### config.mk
export PLATFORM = sky130hd
export DESIGN_NAME = byte_dac_tx
export DESIGN_NICKNAME = d
export VERILOG_FILES = /design/src/rtl/byte_dac_pkg.sv /design/src/rtl/byte_dac_sclk_phase.sv /design/src/rtl/byte_dac_loader.sv /design/src/rtl/byte_dac_shifter.sv /design/src/rtl/byte_dac_tx.sv
export SDC_FILE = /design/constraint.sdc
export NUM_CORES = 1
export LEC_CHECK = 0
export BUFFER_PORTS_ARGS = -buffer_cell sky130_fd_sc_hd__buf_2
export CORE_MARGIN = 3
export CORE_UTILIZATION = 54
export CTS_CLUSTER_SIZE = 8
export DETAILED_ROUTE_END_ITERATION = 8
export PLACE_DENSITY = 0.73
export SLEW_MARGIN = 20
export SYNTH_ARGS = -nofsm -noshare
export SYNTH_HDL_FRONTEND = slang
export SYNTH_SLANG_ARGS = --single-unit
### constraint.sdc
create_clock -name clk -period 2.1 [get_ports clk]
set_input_delay 0.21 -clock clk [delete_from_list [all_inputs] [get_ports clk]]
set_output_delay 0.21 -clock clk [all_outputs]
set_load 0.05 [all_outputs]
### src/rtl/byte_dac_pkg.sv
package byte_dac_pkg;

    localparam int BYTE_W = 8;
    localparam int WORD_W = 2 * BYTE_W;

    typedef enum logic [1:0] {
        ST_IDLE  = 2'd0,
        ST_SETUP = 2'd1,
        ST_SHIFT = 2'd2,
        ST_GAP   = 2'd3
    } tx_state_e;

    // Byte to transfer for a given position: position 0 is the upper byte.
    function automatic logic [BYTE_W-1:0] pick_byte(input logic [WORD_W-1:0] w,
                                                    input logic second);
        return second ? w[BYTE_W-1:0] : w[WORD_W-1:BYTE_W];
    endfunction

endpackage

### src/rtl/byte_dac_sclk_phase.sv
module byte_dac_sclk_phase #(
    parameter int SCLK_DIV = 4
) (
    input  logic clk,
    input  logic rst,
    input  logic run,
    output logic sclk_low,
    output logic phase_last
);
    localparam int PH_W = (SCLK_DIV > 2) ? $clog2(SCLK_DIV) : 1;
    localparam int HALF = SCLK_DIV / 2;

    logic [PH_W-1:0] ph_q;

    assign phase_last = (ph_q == PH_W'(SCLK_DIV - 1));
    assign sclk_low   = (ph_q >= PH_W'(HALF));

    always_ff @(posedge clk) begin
        if (rst || !run) begin
            ph_q <= '0;
        end else if (phase_last) begin
            ph_q <= '0;
        end else begin
            ph_q <= ph_q + PH_W'(1);
        end
    end

    // a bit always ends in its low half.
    p_bit_ends_low_r3: assert property (@(posedge clk) disable iff (rst)
        (run && phase_last) |-> sclk_low);

    // the phase restarts high after the last step of a bit.
    p_phase_wraps_r3: assert property (@(posedge clk) disable iff (rst)
        (run && phase_last) |=> !sclk_low);

endmodule

### src/rtl/byte_dac_loader.sv
module byte_dac_loader
    import byte_dac_pkg::*;
(
    input  logic [WORD_W-1:0] word,
    input  logic              second,
    input  logic              lsb_first,
    output logic [BYTE_W-1:0] img
);
    logic [BYTE_W-1:0] raw;
    logic [BYTE_W-1:0] mirrored;

    assign raw = pick_byte(word, second);

    for (genvar i = 0; i < BYTE_W; i++) begin : g_mirror
        assign mirrored[i] = raw[BYTE_W-1-i];
    end

    assign img = lsb_first ? mirrored : raw;

endmodule

### src/rtl/byte_dac_shifter.sv
module byte_dac_shifter
    import byte_dac_pkg::*;
(
    input  logic              clk,
    input  logic              rst,
    input  logic              load,
    input  logic              shift,
    input  logic              lsb_first,
    input  logic [BYTE_W-1:0] din,
    output logic              sbit
);
    logic [BYTE_W-1:0] img_q;

    assign sbit = lsb_first ? img_q[0] : img_q[BYTE_W-1];

    always_ff @(posedge clk) begin
        if (rst) begin
            img_q <= '0;
        end else if (load) begin
            img_q <= din;
        end else if (shift) begin
            img_q <= lsb_first ? (img_q >> 1) : (img_q << 1);
        end
    end

    // a byte is never loaded and shifted in the same cycle.
    p_no_load_shift_r4: assert property (@(posedge clk) disable iff (rst)
        !(load && shift));

endmodule

### src/rtl/byte_dac_tx.sv
module byte_dac_tx
    import byte_dac_pkg::*;
#(
    parameter int SCLK_DIV  = 4,
    parameter int SETUP_CYC = 2,
    parameter int GAP_SCLKS = 1
) (
    input  logic              clk,
    input  logic              rst,
    input  logic              start,
    input  logic [WORD_W-1:0] word_in,
    input  logic              lsb_mode,
    output logic              sclk,
    output logic              sdata,
    output logic              frame_n,
    output logic              busy,
    output logic              done
);
    localparam int GAP_CYC  = GAP_SCLKS * SCLK_DIV;
    localparam int WAIT_MAX = (SETUP_CYC > GAP_CYC) ? SETUP_CYC : GAP_CYC;
    localparam int WAIT_W   = $clog2(WAIT_MAX + 1);
    localparam int BIT_W    = $clog2(BYTE_W);

    tx_state_e         state_q;
    logic [WAIT_W-1:0] wait_q;
    logic [BIT_W-1:0]  bit_q;
    logic              second_q;
    logic [WORD_W-1:0] word_q;
    logic              mode_q;
    logic              done_q;

    logic              in_shift;
    logic              sclk_low;
    logic              phase_last;
    logic              last_bit;
    logic              wait_end;
    logic              load;
    logic              shift;
    logic [BYTE_W-1:0] byte_img;
    logic              sbit;

    assign in_shift = (state_q == ST_SHIFT);
    assign last_bit = (bit_q == BIT_W'(BYTE_W - 1));
    assign wait_end = (wait_q == '0);
    assign load     = ((state_q == ST_SETUP) || (state_q == ST_GAP)) && wait_end;
    assign shift    = in_shift && phase_last && !last_bit;

    byte_dac_sclk_phase #(.SCLK_DIV(SCLK_DIV)) u_phase (
        .clk        (clk),
        .rst        (rst),
        .run        (in_shift),
        .sclk_low   (sclk_low),
        .phase_last (phase_last)
    );

    byte_dac_loader u_loader (
        .word      (word_q),
        .second    (second_q),
        .lsb_first (mode_q),
        .img       (byte_img)
    );

    byte_dac_shifter u_shift (
        .clk       (clk),
        .rst       (rst),
        .load      (load),
        .shift     (shift),
        .lsb_first (mode_q),
        .din       (byte_img),
        .sbit      (sbit)
    );

    always_ff @(posedge clk) begin
        if (rst) begin
            state_q  <= ST_IDLE;
            wait_q   <= '0;
            bit_q    <= '0;
            second_q <= 1'b0;
            word_q   <= '0;
            mode_q   <= 1'b0;
            done_q   <= 1'b0;
        end else begin
            done_q <= 1'b0;
            unique case (state_q)
                ST_IDLE: begin
                    if (start) begin
                        word_q   <= word_in;
                        mode_q   <= lsb_mode;
                        second_q <= 1'b0;
                        wait_q   <= WAIT_W'(SETUP_CYC - 1);
                        state_q  <= ST_SETUP;
                    end
                end
                ST_SETUP, ST_GAP: begin
                    if (wait_end) begin
                        bit_q   <= '0;
                        state_q <= ST_SHIFT;
                    end else begin
                        wait_q <= wait_q - WAIT_W'(1);
                    end
                end
                ST_SHIFT: begin
                    if (phase_last) begin
                        if (!last_bit) begin
                            bit_q <= bit_q + BIT_W'(1);
                        end else if (!second_q) begin
                            second_q <= 1'b1;
                            wait_q   <= WAIT_W'(GAP_CYC - 1);
                            state_q  <= ST_GAP;
                        end else begin
                            done_q  <= 1'b1;
                            state_q <= ST_IDLE;
                        end
                    end
                end
                default: state_q <= ST_IDLE;
            endcase
        end
    end

    assign busy    = (state_q != ST_IDLE);
    assign frame_n = !busy;
    assign sclk    = !(in_shift && sclk_low);
    assign sdata   = in_shift && sbit;
    assign done    = done_q;

    // idle line levels.
    p_idle_levels_r10: assert property (@(posedge clk) disable iff (rst)
        !busy |-> (sclk && !sdata));

    // done only on the release of a frame.
    p_done_on_release_r8: assert property (@(posedge clk) disable iff (rst)
        done |-> (frame_n && $past(busy)));

    // a start during a frame leaves the captured request alone.
    p_start_ignored_r9: assert property (@(posedge clk) disable iff (rst)
        (busy && start) |=> ($stable(word_q) && $stable(mode_q)));

    // data steady while the clock is low.
    p_data_steady_r6: assert property (@(posedge clk) disable iff (rst)
        (!sclk && !$past(sclk)) |-> $stable(sdata));

    // the gap keeps the clock high inside the frame.
    p_gap_high_r5: assert property (@(posedge clk) disable iff (rst)
        (state_q == ST_GAP) |-> (sclk && !frame_n));

    // no clock activity during the frame setup delay.
    p_setup_quiet_r2: assert property (@(posedge clk) disable iff (rst)
        (state_q == ST_SETUP) |-> (sclk && !frame_n));

endmodule

# ---- Word-level counts from Yosys, hierarchy flattened
# Index checks and enable logic that the tools add are counted.
dict set report totals {
  reg_bits 37
  input_bits 20
  output_inout_bits 5
  word_cells 80
}
dict set report op_classes {
  addsub 3
  n_lt_le_gt_ge 1
  eq_ne 12
  mux 27
  n_bitwise 3
  n_reduce_logical 25
}
# operator count
set ops {}
lappend ops {{8-bit two-way mux} 5}
lappend ops {{3-bit two-way mux} 8}
lappend ops {{4-bit AND reduction} 3}
lappend ops {{2-bit two-way mux} 5}
lappend ops {{2-bit != test, second input constant} 5}
lappend ops {{3-bit case mux with 3 select lines} 1}
lappend ops {{2-bit nonzero test} 4}
lappend ops {{2-bit == test, second input constant} 3}
lappend ops {{2-bit case mux with 3 select lines} 1}
lappend ops {{3-bit case mux with 2 select lines} 1}
lappend ops {{1-bit logical AND} 5}
lappend ops {{1-bit two-way mux} 5}
lappend ops {{5-bit AND reduction} 1}
lappend ops {{1-bit zero test} 4}
lappend ops {{2-bit by 1-bit != test with 1-bit output, second input constant} 2}
lappend ops {{2-bit OR reduction} 2}
lappend ops {{4-bit OR reduction} 1}
lappend ops {{3-bit by 1-bit adder with 3-bit output, second input constant} 1}
lappend ops {{3-bit == test, second input constant} 1}
lappend ops {{3-bit zero test} 1}
lappend ops {{1-bit inverter} 3}
lappend ops {{3-bit by 1-bit subtractor with 3-bit output, second input constant} 1}
lappend ops {{2-bit by 1-bit adder with 2-bit output, second input constant} 1}
lappend ops {{2-bit by 1-bit == test with 1-bit output, second input constant} 1}
lappend ops {{other kinds (5)} 6}

# ---- Longest topological paths before layout
# Gate-level depths: netlist (run 1).
dict set report logic_depth {
  ltp_word 5
  ltp_mapped 7
  depth_no_buf 5
}

# ---- By module
# From an unflattened synthesis (run 1), not the netlist that was laid out.
dict set report unflattened {
  hier_cells 202
  hier_area_um2 1901.8
}
# module instances cells_each area_each_um2
set modules_own_cells {}
lappend modules_own_cells {byte_dac_tx 1 136 1138.6}
lappend modules_own_cells {byte_dac_shifter 1 48 474.2}
lappend modules_own_cells {byte_dac_loader 1 10 196.4}
lappend modules_own_cells {byte_dac_sclk_phase 1 8 92.6}

# ---- Worst setup path after synthesis (run 1)
# Ideal clock, no wire load.
dict set report synth_timing {
  path_type {register -> output}
  from {register state_q[0]}
  to {output busy}
  t_arrival_ns 1.693
  t_required_ns 1.890
  setup_slack_ns 0.197
  stages_incl_launch_ff 4
  path_cell_list {dfxtp_1 > buf_2 > nor2_1 > inv_1}
}
dict set report synth_via {
  elab_chain_len 1
}
# item line
set synth_rtl {}
lappend synth_rtl {{start: declaration} byte_dac_tx.sv:24} ;# tx_state_e state_q;
lappend synth_rtl {{start signal: assignment} byte_dac_tx.sv:75} ;# state_q <= ST_IDLE;
lappend synth_rtl {{start signal: assignment} byte_dac_tx.sv:91} ;# state_q <= ST_SETUP;
lappend synth_rtl {{start signal: assignment} byte_dac_tx.sv:97} ;# state_q <= ST_SHIFT;
lappend synth_rtl {{2-bit nonzero test} byte_dac_tx.sv:121} ;# assign busy = (state_q != ST_IDLE);
lappend synth_rtl {{end: declaration} byte_dac_tx.sv:16} ;# output logic busy,
# No other way between the ends.

# ---- Worst setup path after layout (run 1)
dict set report layout_timing {
  from {register state_q[0]}
  to {output sclk}
}
dict set report layout_via {
  elab_chain_len 3
}
# item line
set layout_rtl {}
lappend layout_rtl {{2-bit == test} byte_dac_tx.sv:42} ;# assign in_shift = (state_q == ST_SHIFT);
lappend layout_rtl {{1-bit logical AND} byte_dac_tx.sv:123} ;# assign sclk = !(in_shift && sclk_low);
lappend layout_rtl {{1-bit zero test} byte_dac_tx.sv:123}
lappend layout_rtl {{end: declaration} byte_dac_tx.sv:13} ;# output logic sclk,
# No other way between the ends.

==> out/qor.yml, run 1 <==
design.die.area_um2: 4160
grt_pass1_wl_um: 6480
post_cts_buffers: 0
yosysMostFrequentCell: "nand2_1"
intPower_mw: 1.00
startpoint_type: "flop"
grt_max_degree: 31
synth_top_cell_by_area: "dfxtp_1"
ys.flop_type: "dfxtp_1"
vias_per_cell: 5.43
powerDensity_nw_per_um2: 719
outcome: "finished clean"
final_area_um2: 2010
p_sw_share_pct: 30.6
cts_buffers: 5
crit_type: "flop to output port"
maxCapViolCount: 0
wl_per_cell_um: 13.7
vias: 1455
clk_latency_ps: 330
cts.clk_slew.worst_paths_ps: 100
power_switching_mw: 0.443
initial_utilization_pct: 58.5
wl_um: 3670
critPathCaptureType: "output port"
yosys-top-cells-count: "nand2_1, dfxtp_1, a21oi_1, mux2i_1, mux2_2"
syn_area_um2: 1850
cp.required_ps: 1890
track_usage_pct: 19.7
skew_ps: 8.79
htree_levels: 2
syn_nets: 229
antenna_found_initial: 0
seq_area_frac_synth_pct: 40.1
cpPeakStageDelay_ps: 650
rsz0062_at_grt: "no"
path_cells: "nand2b_1 > o21bai_1 > buf_2"
maxSlewHeadroom_pct: 55.6
async_flop_share_pct: 0
synthCells: 203
nets: 249
netlist.area_leader.share_pct: 40.1
synth_seq_cells: 37
drt-pass1-iter-count: 4
final_hold_viol_count: 0
fp.dieH_um: 64.5
drt_iter0_drc: 60
synth-edff-count: 0
portBuffers: 24
grt_overflow: 0
dieWidth_um: 64.5
avgSynthCellArea_um2: 9.09
grtUsageMet3_pct: 4.68
irDropWorstVdd_v: 0.000489
drc: 0
pwr-share-seq_pct: 55.5
met1_usage_pct: 26.2
synth_cell_types: 34
cp_max_fo: 16
pwr-share-comb_pct: 20.0
ioPinCount: 25
slowest_stage: "dfxtp_1"
setup-violations-final: 0
synth.area.top_cells: "dfxtp_1, mux2i_1, mux2_2"
post_cts_resized: 0
n_fill_cell: 316
drive_gt1_share_pct: 20.5
yosys_warnings: 0
cts_buffer_depth: 2
finalPower_mw: 1.44
clock_sinks: 37
worstMarginPinSlew_ps: 666
grt_util_met2_pct: 32.1
fin_crit_sh_pct: 88.8
area_delta_synth_final_pct: 8.81
dpl.hpwl_um: 2680
cts_tree: "built"
clockPowerShare_pct: 24.5
arrival_ps: 1650
busiest_layer: "met2"
core.rowCount: 20
fin_setup_tns_ps: 0
cts_hold_buffers: 0
placed_cell_area_um2: 1960
gp_congestion: 0.782
route.antenna.remaining_nets: 0
drv_slew: 0
clock.fmax_mhz: 536
ff2ff_setup_slack_ps: 350
holdCritPathClass: "input pin to flop"
antennaDiodeCount: 0
cts-root-buf: "clkbuf_4"
post-route-min-period_ps: 1860
core_area_um2: 3150
first_global_vias: 1430
p_leak_nw: 0.783
## cell families after synthesis
kind of cell / count (synthesis) / synth area share, %
AND/OR/NAND/NOR: 66 / 18.8
AO/OA/AOI/OAI: 41 / 13.0
flip-flops: 37 / 40.1
multiplexers: 32 / 18.3
buffers and inverters: 21 / 5.76
adder cells (fa/ha/maj): 6 / 4.07
## worst max-delay path: cells and delay by family (launching register included)
kind / cells / cell delay [ps]
AO/OA/AOI/OAI: 1 / 140
AND/OR/NAND/NOR: 1 / 260
flip-flops: 1 / 650
buffers and inverters: 1 / 280
## through the flow
stage	hold WS, ps	worst slack, ps	util [%]	instances
after global routing	95.6	106	63.7	268
after global placement	441	481	62.1	260
after floorplan	346	197	-	203
after CTS	100	233	63.7	268
after detailed placement	451	382	62.1	260
final	111	236	63.7	268
## final cells by class
type                       instances  area, um^2  area share (%)
clock buffer                       8        48.8            2.43
inverter                           8        30.0            1.50
multi-input combinational        145         998            49.7
sequential                        37         741            36.9
tap                               44        55.1            2.74
timing repair buffer              26         135            6.73
## worst paths after layout
| check | end | start | depth (start not counted) |
|---|---|---|---|
| setup / recovery | sclk | state_q[0] | 3 |
| hold / removal | word_q[14] | word_in[14] | 3 |
| setup reg to reg | u_shift.img_q[6] | bit_q[0] | 6 |
| hold reg to reg | word_q[9] | word_q[9] | 2 |
## power groups by stage
| stage | logic (mW) | clock network (mW) | registers [mW] |
|---|---|---|---|
| global route | 0.325 | 0.396 | 0.810 |
| global placement | 0.280 | 0 | 0.812 |
| detailed placement | 0.288 | 0 | 0.817 |
| floorplan | 0.253 | 0 | 0.787 |
| finish | 0.290 | 0.353 | 0.802 |
| CTS | 0.290 | 0.361 | 0.801 |
## routing by layer
metal,vias up,wire (um)
met4,0,40
met2,27,1740
met3,4,118
li1,757,-
met1,667,1770
met5,-,0
## registers in the layout (all words and copies together) (netlist names)
signal,count
done,1
u_phase.ph_q,2
bit_q,3
mode_q,1
wait_q,3
state_q,2
second_q,1
word_q,16
u_shift.img_q,8
## layout by cell type (no fill, tap or decap), types with 2 or more instances in the layout
cell type	count
ha_1	6
nor2b_1	2
o22ai_1	8
clkbuf_1	3
dfxtp_1	37
and3b_1	2
mux2i_1	18
a21oi_1	22
o21ai_0	2
nand2_1	39
nand2b_1	4
clkbuf_4	5
nor2_1	3
a31oi_1	3
mux2_2	14
inv_1	8
buf_2	24
nand3b_1	4
buf_4	2
nor4_1	2
nand4b_1	3
Power figures use the tool's default switching activity.
==> run 2: changes to the inputs <==
--- a/config.mk
+++ b/config.mk
@@ -6,11 +6,14 @@
 export NUM_CORES = 1
 export LEC_CHECK = 0
 export BUFFER_PORTS_ARGS = -buffer_cell sky130_fd_sc_hd__buf_2
+export CELL_PAD_IN_SITES_DETAIL_PLACEMENT = 1
+export CELL_PAD_IN_SITES_GLOBAL_PLACEMENT = 1
 export CORE_MARGIN = 3
-export CORE_UTILIZATION = 54
+export CORE_UTILIZATION = 45
+export CTS_BUF_LIST = sky130_fd_sc_hd__clkbuf_8
 export CTS_CLUSTER_SIZE = 8
 export DETAILED_ROUTE_END_ITERATION = 8
-export PLACE_DENSITY = 0.73
+export PLACE_DENSITY = 0.78
 export SLEW_MARGIN = 20
 export SYNTH_ARGS = -nofsm -noshare
 export SYNTH_HDL_FRONTEND = slang
==> out/qor.yml, run 2 (same netlist as run 1, synthesis figures left out) <==
wl_per_cell_um: 15.6  # +14%
fin_setup_tns_ps: 0  # unchanged
setup-violations-final: 0  # unchanged
holdCritPathClass: "input pin to flop"
final_hold_viol_count: 0  # unchanged
top_register: "word_q"
utilization_pct: 53.7  # -10 points
drt_iter0_drc: 40  # -33%
core_area_um2: 3800  # +20%
largest_registers: "word_q x16, u_shift.img_q x8"
core.rowCount: 22  # +10%
fin_crit_sh_pct: 88.0  # -0.78 points
maxSlewHeadroom_pct: 57.0  # +1.5 points
powerDensity_nw_per_um2: 760  # +5.6%
clock.fmax_mhz: 541  # +0.89%
cts-root-buf: "clkbuf_8"
clock_sinks: 37  # unchanged
gp_congestion: 0.792  # +1.3%
antenna_found_initial: 0  # unchanged
met1_usage_pct: 22.5  # -3.7 points
final_area_um2: 2040  # +1.5%
nets: 249  # unchanged
design.die.area_um2: 4910  # +18%
critPathCaptureType: "output port"
drive_gt1_share_pct: 21.2  # +0.64 points
post-route-min-period_ps: 1850  # -16.4 ps
initial_utilization_pct: 48.6  # -9.9 points
vias_per_cell: 5.54  # +2.1%
largest_reg_flops: 16  # unchanged
grt_overflow: 0  # unchanged
cp_max_fo: 16  # unchanged
layout_commonest_cell: "nand2_1"
post_cts_resized: 0  # unchanged
grt_pass1_wl_um: 7450  # +15%
startpoint_type: "flop"
dpl.hpwl_um: 3100  # +16%
cts_buffer_depth: 2  # unchanged
placed_cell_area_um2: 1960  # +0.26%
antennaDiodeCount: 0  # unchanged
grt_util_met2_pct: 31.8  # -0.29 points
htree_levels: 2  # unchanged
first_global_vias: 1599  # +12%
post_cts_buffers: 0  # unchanged
maxCapViolCount: 0  # unchanged
outcome: "finished clean"
worstMarginPinSlew_ps: 644  # -21.9 ps
fp.dieH_um: 70.0  # +8.7%
skew_ps: 5.63  # -3.16 ps
portBuffers: 24  # unchanged
grt_max_degree: 31  # unchanged
grtUsageMet3_pct: 4.60  # -0.075 points
ioPinCount: 25  # unchanged
hold_ws_ps: 162  # +51.1 ps
wl_um: 4210  # +15%
final_cell_mix: "nand2_1, dfxtp_1, buf_2, a21oi_1, mux2i_1"
track_usage_pct: 18.6  # -1.1 points
cts_tree: "built"
dieWidth_um: 70.0  # +8.7%
drc: 0  # unchanged
drt-pass1-iter-count: 4  # unchanged
area_delta_synth_final_pct: 10.4
p_leak_nw: 0.796  # +1.7%
crit_type: "flop to output port"
cts_hold_buffers: 0  # unchanged
cts_buffers: 5  # unchanged
irDropWorstVdd_v: 0.000491  # +0.47%
drv_slew: 0  # unchanged
cts.clk_slew.worst_paths_ps: 70  # -30 ps
cp.required_ps: 1890  # about the same
clk_latency_ps: 280  # -50 ps
vias: 1496  # +2.8%
arrival_ps: 1640  # about the same
busiest_layer: "met2"
route.antenna.remaining_nets: 0  # unchanged
rsz0062_at_grt: "no"
-- run 2: where the power goes --
| group | switching [mW] | internal [mW] | leakage (nW) | total [mW] |
|---|---|---|---|---|
| clock | 0.229 | 0.218 | 0.0399 | 0.447 |
| combinational | 0.182 | 0.118 | 0.455 | 0.300 |
| sequential | 0.0513 | 0.751 | 0.302 | 0.802 |
| total | 0.462 | 1.09 | 0.796 | 1.55 |
-- run 2: final cells by class --
type / count / area, um^2
clock buffer: 5 / 68.8
clock inverter: 1 / 5.00
fill: 467 / 1760
inverter: 8 / 30.0
multi-input combinational: 145 / 998
sequential: 37 / 741
tap: 48 / 60.1
timing repair buffer: 26 / 135
-- run 2: stage by stage --
step | power [mW] | instances | worst slack (ps)
after floorplan | 1.04 | 203 | 197
after detailed placement | 1.12 | 264 | 301
after global routing | 1.65 | 270 | 142
after CTS | 1.57 | 270 | 238
after global placement | 1.10 | 264 | 469
final | 1.55 | 270 | 252
-- run 2: path summary, 6_finish.rpt --
path / from / end / slack, ps / cells past startpoint
max: state_q[0] / sclk / 250 / 3
min: word_in[15] / word_q[15] / 160 / 3
max reg2reg: bit_q[0] / u_shift.img_q[6] / 280 / 6
min reg2reg: word_q[9] / word_q[9] / 460 / 2
-- run 2: routing by layer --
| layer | share of wire (%) | routed length, um |
|---|---|---|
| met5 | 0 | 0 |
| met2 | 49 | 2050 |
| met4 | 1.2 | 51 |
| met1 | 47 | 1960 |
| met3 | 3.3 | 139 |
-- run 2: worst max-delay path, cell delays in order (launching register included) --
cell,delay (ps)
dfxtp_1,640
nand2b_1,280
o21bai_1,150
buf_2,280
